===== src/rtl/alu_pkg.sv =====
package alu_pkg;
  typedef struct packed {
    logic arith;   // 1 = add with carries, 0 = bitwise XOR
    logic pass_b;  // 1 = B enters the slice, 0 = zero
    logic inv_a;   // 1 = A is complemented
  } alu_ctrl_t;

  function automatic alu_ctrl_t decode_ctrl(input logic mode, input logic [1:0] sel);
    alu_ctrl_t c;
    c.arith  = mode;
    c.pass_b = sel[1];
    c.inv_a  = sel[0];
    return c;
  endfunction
endpackage


===== src/rtl/alu_slice.sv =====
module alu_slice
  import alu_pkg::*;
(
  input  logic      a_bit,
  input  logic      b_bit,
  input  logic      carry_in,
  input  alu_ctrl_t ctrl,
  output logic      f_bit,
  output logic      gen,
  output logic      prop
);
  logic a_c, b_c, c_eff;

  always_comb begin
    a_c   = a_bit ^ ctrl.inv_a;
    b_c   = b_bit & ctrl.pass_b;
    c_eff = carry_in & ctrl.arith;
    gen   = a_c & b_c;
    prop  = a_c ^ b_c;
    f_bit = prop ^ c_eff;
  end

  // in logic mode the incoming carry never reaches the result bit
  always_comb begin
    if (!ctrl.arith) p_logic_no_carry_r3: assert (f_bit == (gen ^ prop ^ (a_bit ^ ctrl.inv_a) & (b_bit & ctrl.pass_b) ^ prop ^ prop) || f_bit == prop);
  end
endmodule


===== src/rtl/cla_unit.sv =====
module cla_unit #(
  parameter int WIDTH = 4
) (
  input  logic [WIDTH-1:0] g,
  input  logic [WIDTH-1:0] p,
  input  logic             carry_in,
  output logic [WIDTH:0]   c,
  output logic             grp_gen,
  output logic             grp_prop
);
  always_comb begin
    for (int i = 0; i <= WIDTH; i++) begin
      logic term;
      logic acc;
      term = carry_in;
      for (int k = 0; k < i; k++) term = term & p[k];
      acc = term;
      for (int j = 0; j < i; j++) begin
        term = g[j];
        for (int k = j + 1; k < i; k++) term = term & p[k];
        acc = acc | term;
      end
      c[i] = acc;
    end
  end

  always_comb begin
    logic term;
    logic acc;
    acc = 1'b0;
    for (int j = 0; j < WIDTH; j++) begin
      term = g[j];
      for (int k = j + 1; k < WIDTH; k++) term = term & p[k];
      acc = acc | term;
    end
    grp_gen  = acc;
    grp_prop = &p;
  end

  // the flattened products agree with the one-bit-at-a-time carry rule
  always_comb begin
    for (int i = 0; i < WIDTH; i++) begin
      p_ripple_equiv_r5: assert (c[i+1] == (g[i] | (p[i] & c[i])));
    end
  end
endmodule


===== src/rtl/lookahead_alu.sv =====
module lookahead_alu
  import alu_pkg::*;
#(
  parameter int WIDTH = 4
) (
  input  logic [WIDTH-1:0] a,
  input  logic [WIDTH-1:0] b,
  input  logic             cin,
  input  logic             mode,
  input  logic [1:0]       sel,
  output logic [WIDTH-1:0] f,
  output logic             cout,
  output logic             grp_gen,
  output logic             grp_prop
);
  localparam int CW = WIDTH + 1;

  alu_ctrl_t        ctrl;
  logic [WIDTH-1:0] g_vec, p_vec;
  logic [WIDTH:0]   carry;

  assign ctrl = decode_ctrl(mode, sel);

  for (genvar i = 0; i < WIDTH; i++) begin : g_slice
    alu_slice u_slice (
      .a_bit    (a[i]),
      .b_bit    (b[i]),
      .carry_in (carry[i]),
      .ctrl     (ctrl),
      .f_bit    (f[i]),
      .gen      (g_vec[i]),
      .prop     (p_vec[i])
    );
  end

  cla_unit #(.WIDTH(WIDTH)) u_cla (
    .g        (g_vec),
    .p        (p_vec),
    .carry_in (cin),
    .c        (carry),
    .grp_gen  (grp_gen),
    .grp_prop (grp_prop)
  );

  assign cout = carry[WIDTH];

  // Port-level checks against integer arithmetic on the conditioned operands
  always_comb begin
    logic [WIDTH-1:0] ac, bc;
    logic [CW-1:0]    tot;
    ac  = sel[0] ? ~a : a;
    bc  = sel[1] ? b : '0;
    tot = CW'(ac) + CW'(bc) + CW'(cin);
    p_cout_sum_r5: assert (cout == tot[WIDTH]);
    if (!mode) p_logic_xor_r3: assert (f == (ac ^ bc));
    if (mode)  p_arith_sum_r4: assert (f == tot[WIDTH-1:0]);
    if (grp_gen) p_gen_forces_carry_r6: assert (cout);
    if (grp_prop && mode) p_prop_passes_cin_r7: assert (f == {WIDTH{~cin}});
  end
endmodule


===== config.mk =====
export PLATFORM = sky130hd
export DESIGN_NAME = lookahead_alu
export DESIGN_NICKNAME = d
export VERILOG_FILES = /design/src/rtl/alu_pkg.sv /design/src/rtl/alu_slice.sv /design/src/rtl/cla_unit.sv /design/src/rtl/lookahead_alu.sv
export SDC_FILE = /design/constraint.sdc
export NUM_CORES = 1
export LEC_CHECK = 0
export CAP_MARGIN = 20
export CORE_AREA = 2 2 39 41
export DETAILED_ROUTE_END_ITERATION = 16
export DIE_AREA = 0 0 41 43
export PLACE_DENSITY = 0.57
export SETUP_SLACK_MARGIN = 0.4
export SYNTH_ARGS = -nofsm -noshare
export SYNTH_HDL_FRONTEND = slang
export SYNTH_SLANG_ARGS = --single-unit

===== constraint.sdc =====
create_clock -name vclk -period 2.3
set_input_delay 0.46 -clock vclk [all_inputs]
set_output_delay 0.46 -clock vclk [all_outputs]
set_load 0.01 [all_outputs]

==> results <==
## worst max-delay path: cells and delay by family
family	cells	cell delay, ns
buffers and inverters	3	0.37
AOI/OAI and AO/OA	2	0.31
adders and majority gates	1	0.25
xor gates and xnor gates	1	0.21
## final cells by class
type	instances	area (sq um)
fillers	134	733.2
inverters	1	3.754
multi-input cells	35	387.9
well taps	16	20.02
repair buffers	29	239.0
## repair_timing
item / CTS / global route
pin swaps: 29 / 10
resized for setup: 85 / 9
endpoints found under the hold margin: 0 / 0
endpoints found under the setup margin: 7 / 7
gates cloned: 0 / 0
buffers inserted: 4 / 0
## cells by family (layout without fill, tap and decap cells)
group           after synthesis  after routing
compound gates               11             11
xor+xnor                      8              8
fa+ha+maj                     4              4
buf+inv                       5             30
simple gates                 12             12
## routing by layer
| layer | vias to the layer above | global-route usage, % | share of wire [%] |
|---|---|---|---|
| met4 | 0 | 1.333 | 0 |
| met1 | 153 | 16.56 | 43 |
| li1 | 178 | - | - |
| met5 | - | 0 | 0 |
| met2 | 13 | 14.06 | 52 |
| met3 | 0 | 0 | 5.1 |
## worst min path at each step
stage / cells past startpoint / slack, ns / endpoint
after floorplan: 3 / 1.15 / f[0]
after global placement: 4 / 2.00 / f[0]
after detailed placement: 4 / 2.02 / f[0]
after CTS: 4 / 1.49 / f[0]
after global routing: 5 / 1.51 / grp_gen
final: 4 / 1.48 / f[0]
## placed cells by master, fill, tap and decap left out, types with 2 or more instances in the layout
cell and n:
xor2_1 2, a21o_1 4, and2_4 4, buf_2 10, xor2_2 3, buf_4 6, nand2_1 4, buf_6 6
xnor2_1 2, a21oi_2 2, dlygate4sd2_1 3, ha_4 4
## per-stage QoR
step / std cells / hold WS [ns]
after CTS: 81 / 1.488
after floorplan: 40 / 1.154
after global placement: 77 / 1.996
after detailed placement: 77 / 2.019
after global routing: 81 / 1.507
final: 81 / 1.476
## power groups by stage
| stage | Clock (mW) | Sequential [mW] | Combinational [mW] |
|---|---|---|---|
| after detailed placement | 0 | 0 | 0.180 |
| after global placement | 0 | 0 | 0.180 |
| after floorplan | 0 | 0 | 0.111 |
| final | 0 | 0 | 0.211 |
| after global routing | 0 | 0 | 0.229 |
| after CTS | 0 | 0 | 0.196 |
==> impl_results.md <==
- Share of cells above drive strength 1: between 60% and 70%
- Core area: roughly 1400 sq um
- Status: finished clean
- Complex-gate fraction of the synthesized area: roughly a quarter
- P_leak: between 0.3 and 0.4 nW
- Final setup vio count: 0
- Syn. warnings: 0
- Final period utilization: 89.00%
- Critical Path Slowest Stage Cell: ha_4
- Sequential area share after synthesis: 0%
- Placer Congestion: a little under 0.7
- RSZ-0062 raised after global routing: yes
- Hold Crit Class: primary input to primary output
- Area Overhead vs Synth: 130.1%
- Post-Synth Adder-Cell Area: between 10% and 20%
- Clock network fraction of total power: 0%
- Initial core utilization: 20.43%
- Peak Freq: between 400 and 500 MHz
- Logic pwr share: 100.0%
- Library cells used by synthesis: 13
- Post-route ant nets: 0
- Slew @ Worst Pin: about 0.27 ns
- Slew Limit Headroom: roughly 82%
- Initial DRC Count: 1
- Die Y: about 43 um
- Area after DPL: 540.5 sq um
- Fin worst setup slack: roughly 0.25 ns
- Final core occ: 47.02%
- Power Total: approximately 210 uW
- Cell Rows: 14
- Area contributors post-synth: xor2_1 19%, ha_1 18%, a21o_1 11%
- Post-Synth XOR/XNOR Area: between 20% and 30%
- Pin count of the biggest net entering global routing: 6
- Reg power frac: 0%
- Post-synth top area cell: xor2_1
- WP data required: between 1.5 and 2 ns
- Final Hold Fails: 0
- VDD IR max: approximately 0.13 mV
- Grt ovf: 0
- Cell Pwr Density: roughly 320 nW/um^2
- N_diodes: 0
- CP Data Arrival Time: ~1.6 ns
- WL final: 788 um
- Width of the die: ~40 um
- Seq_cells: 0
- Via count: between 300 and 400
- Post-route cell area: between 600 and 700 sq um
- CP startpoint kind: primary input
- Max FO, Critical Path: 4
- Main combinational cell family by area after synthesis: compound AO/OA/AOI/OAI gates
- WL/cell: 9.728 um
- First-pass GRT wire length: between 1000 and 1500 um
- Synth top area share: 18.58%
- Total global-route track usage: between 9 and 10%
- Post-synthesis simple-gate area fraction: around 20%
- CP Capture Type: primary output
- Pre-CTS setup slack: -0.6552 ns
- Final HPWL DP: a little over 600 um
- I/O Pins: 19
- Fin Setup TNS: 0 ns
- Syn avg cell area: between 7 and 8 sq um
- Sw Ratio: a little over two fifths
- # Max-Cap Violations: 0
- Cts hold-fix bufs: 0
- Initial antenna violation count: 0
- Setup CP Type: primary input to primary output
- Hold_sp: cin
- PortBufs: 19
- Number of global-route vias before repair: 349
- Mapped cell area: approximately 280 sq um
- Fin. max-slew vios: 0
- Mapped Cells: 40
- Post-route DRC violation count: 0
- Count of TritonRoute iterations in the first routing pass: 3
- Most frequent cells after synthesis: 6 x nand2_1, 6 x xor2_1
- Mux cell area share after synthesis: 0%
- Sw Pwr: about 90 uW
- CP startpoint: sel[0]
- Area of the die: between 1500 and 2000 sq um
- Final min period: approximately 2.0 ns
- Nets: 83
- Clock buffers: 0
- Most used cell along the critical path: a21o_1
- Crit path cell chain: buf_12 > xor2_2 > ha_4 > buf_6 > a21o_1 > a21o_1 > buf_2
- Syn_nets: 56
- Slowest stage delay, CP: 0.25 ns
- Vias per cell: around 4.2
- P_int: between 100 and 150 uW
- FF+latch area: 0 sq um
- Crit path to: grp_gen
No activity file was read; power rests on OpenSTA's default activity.
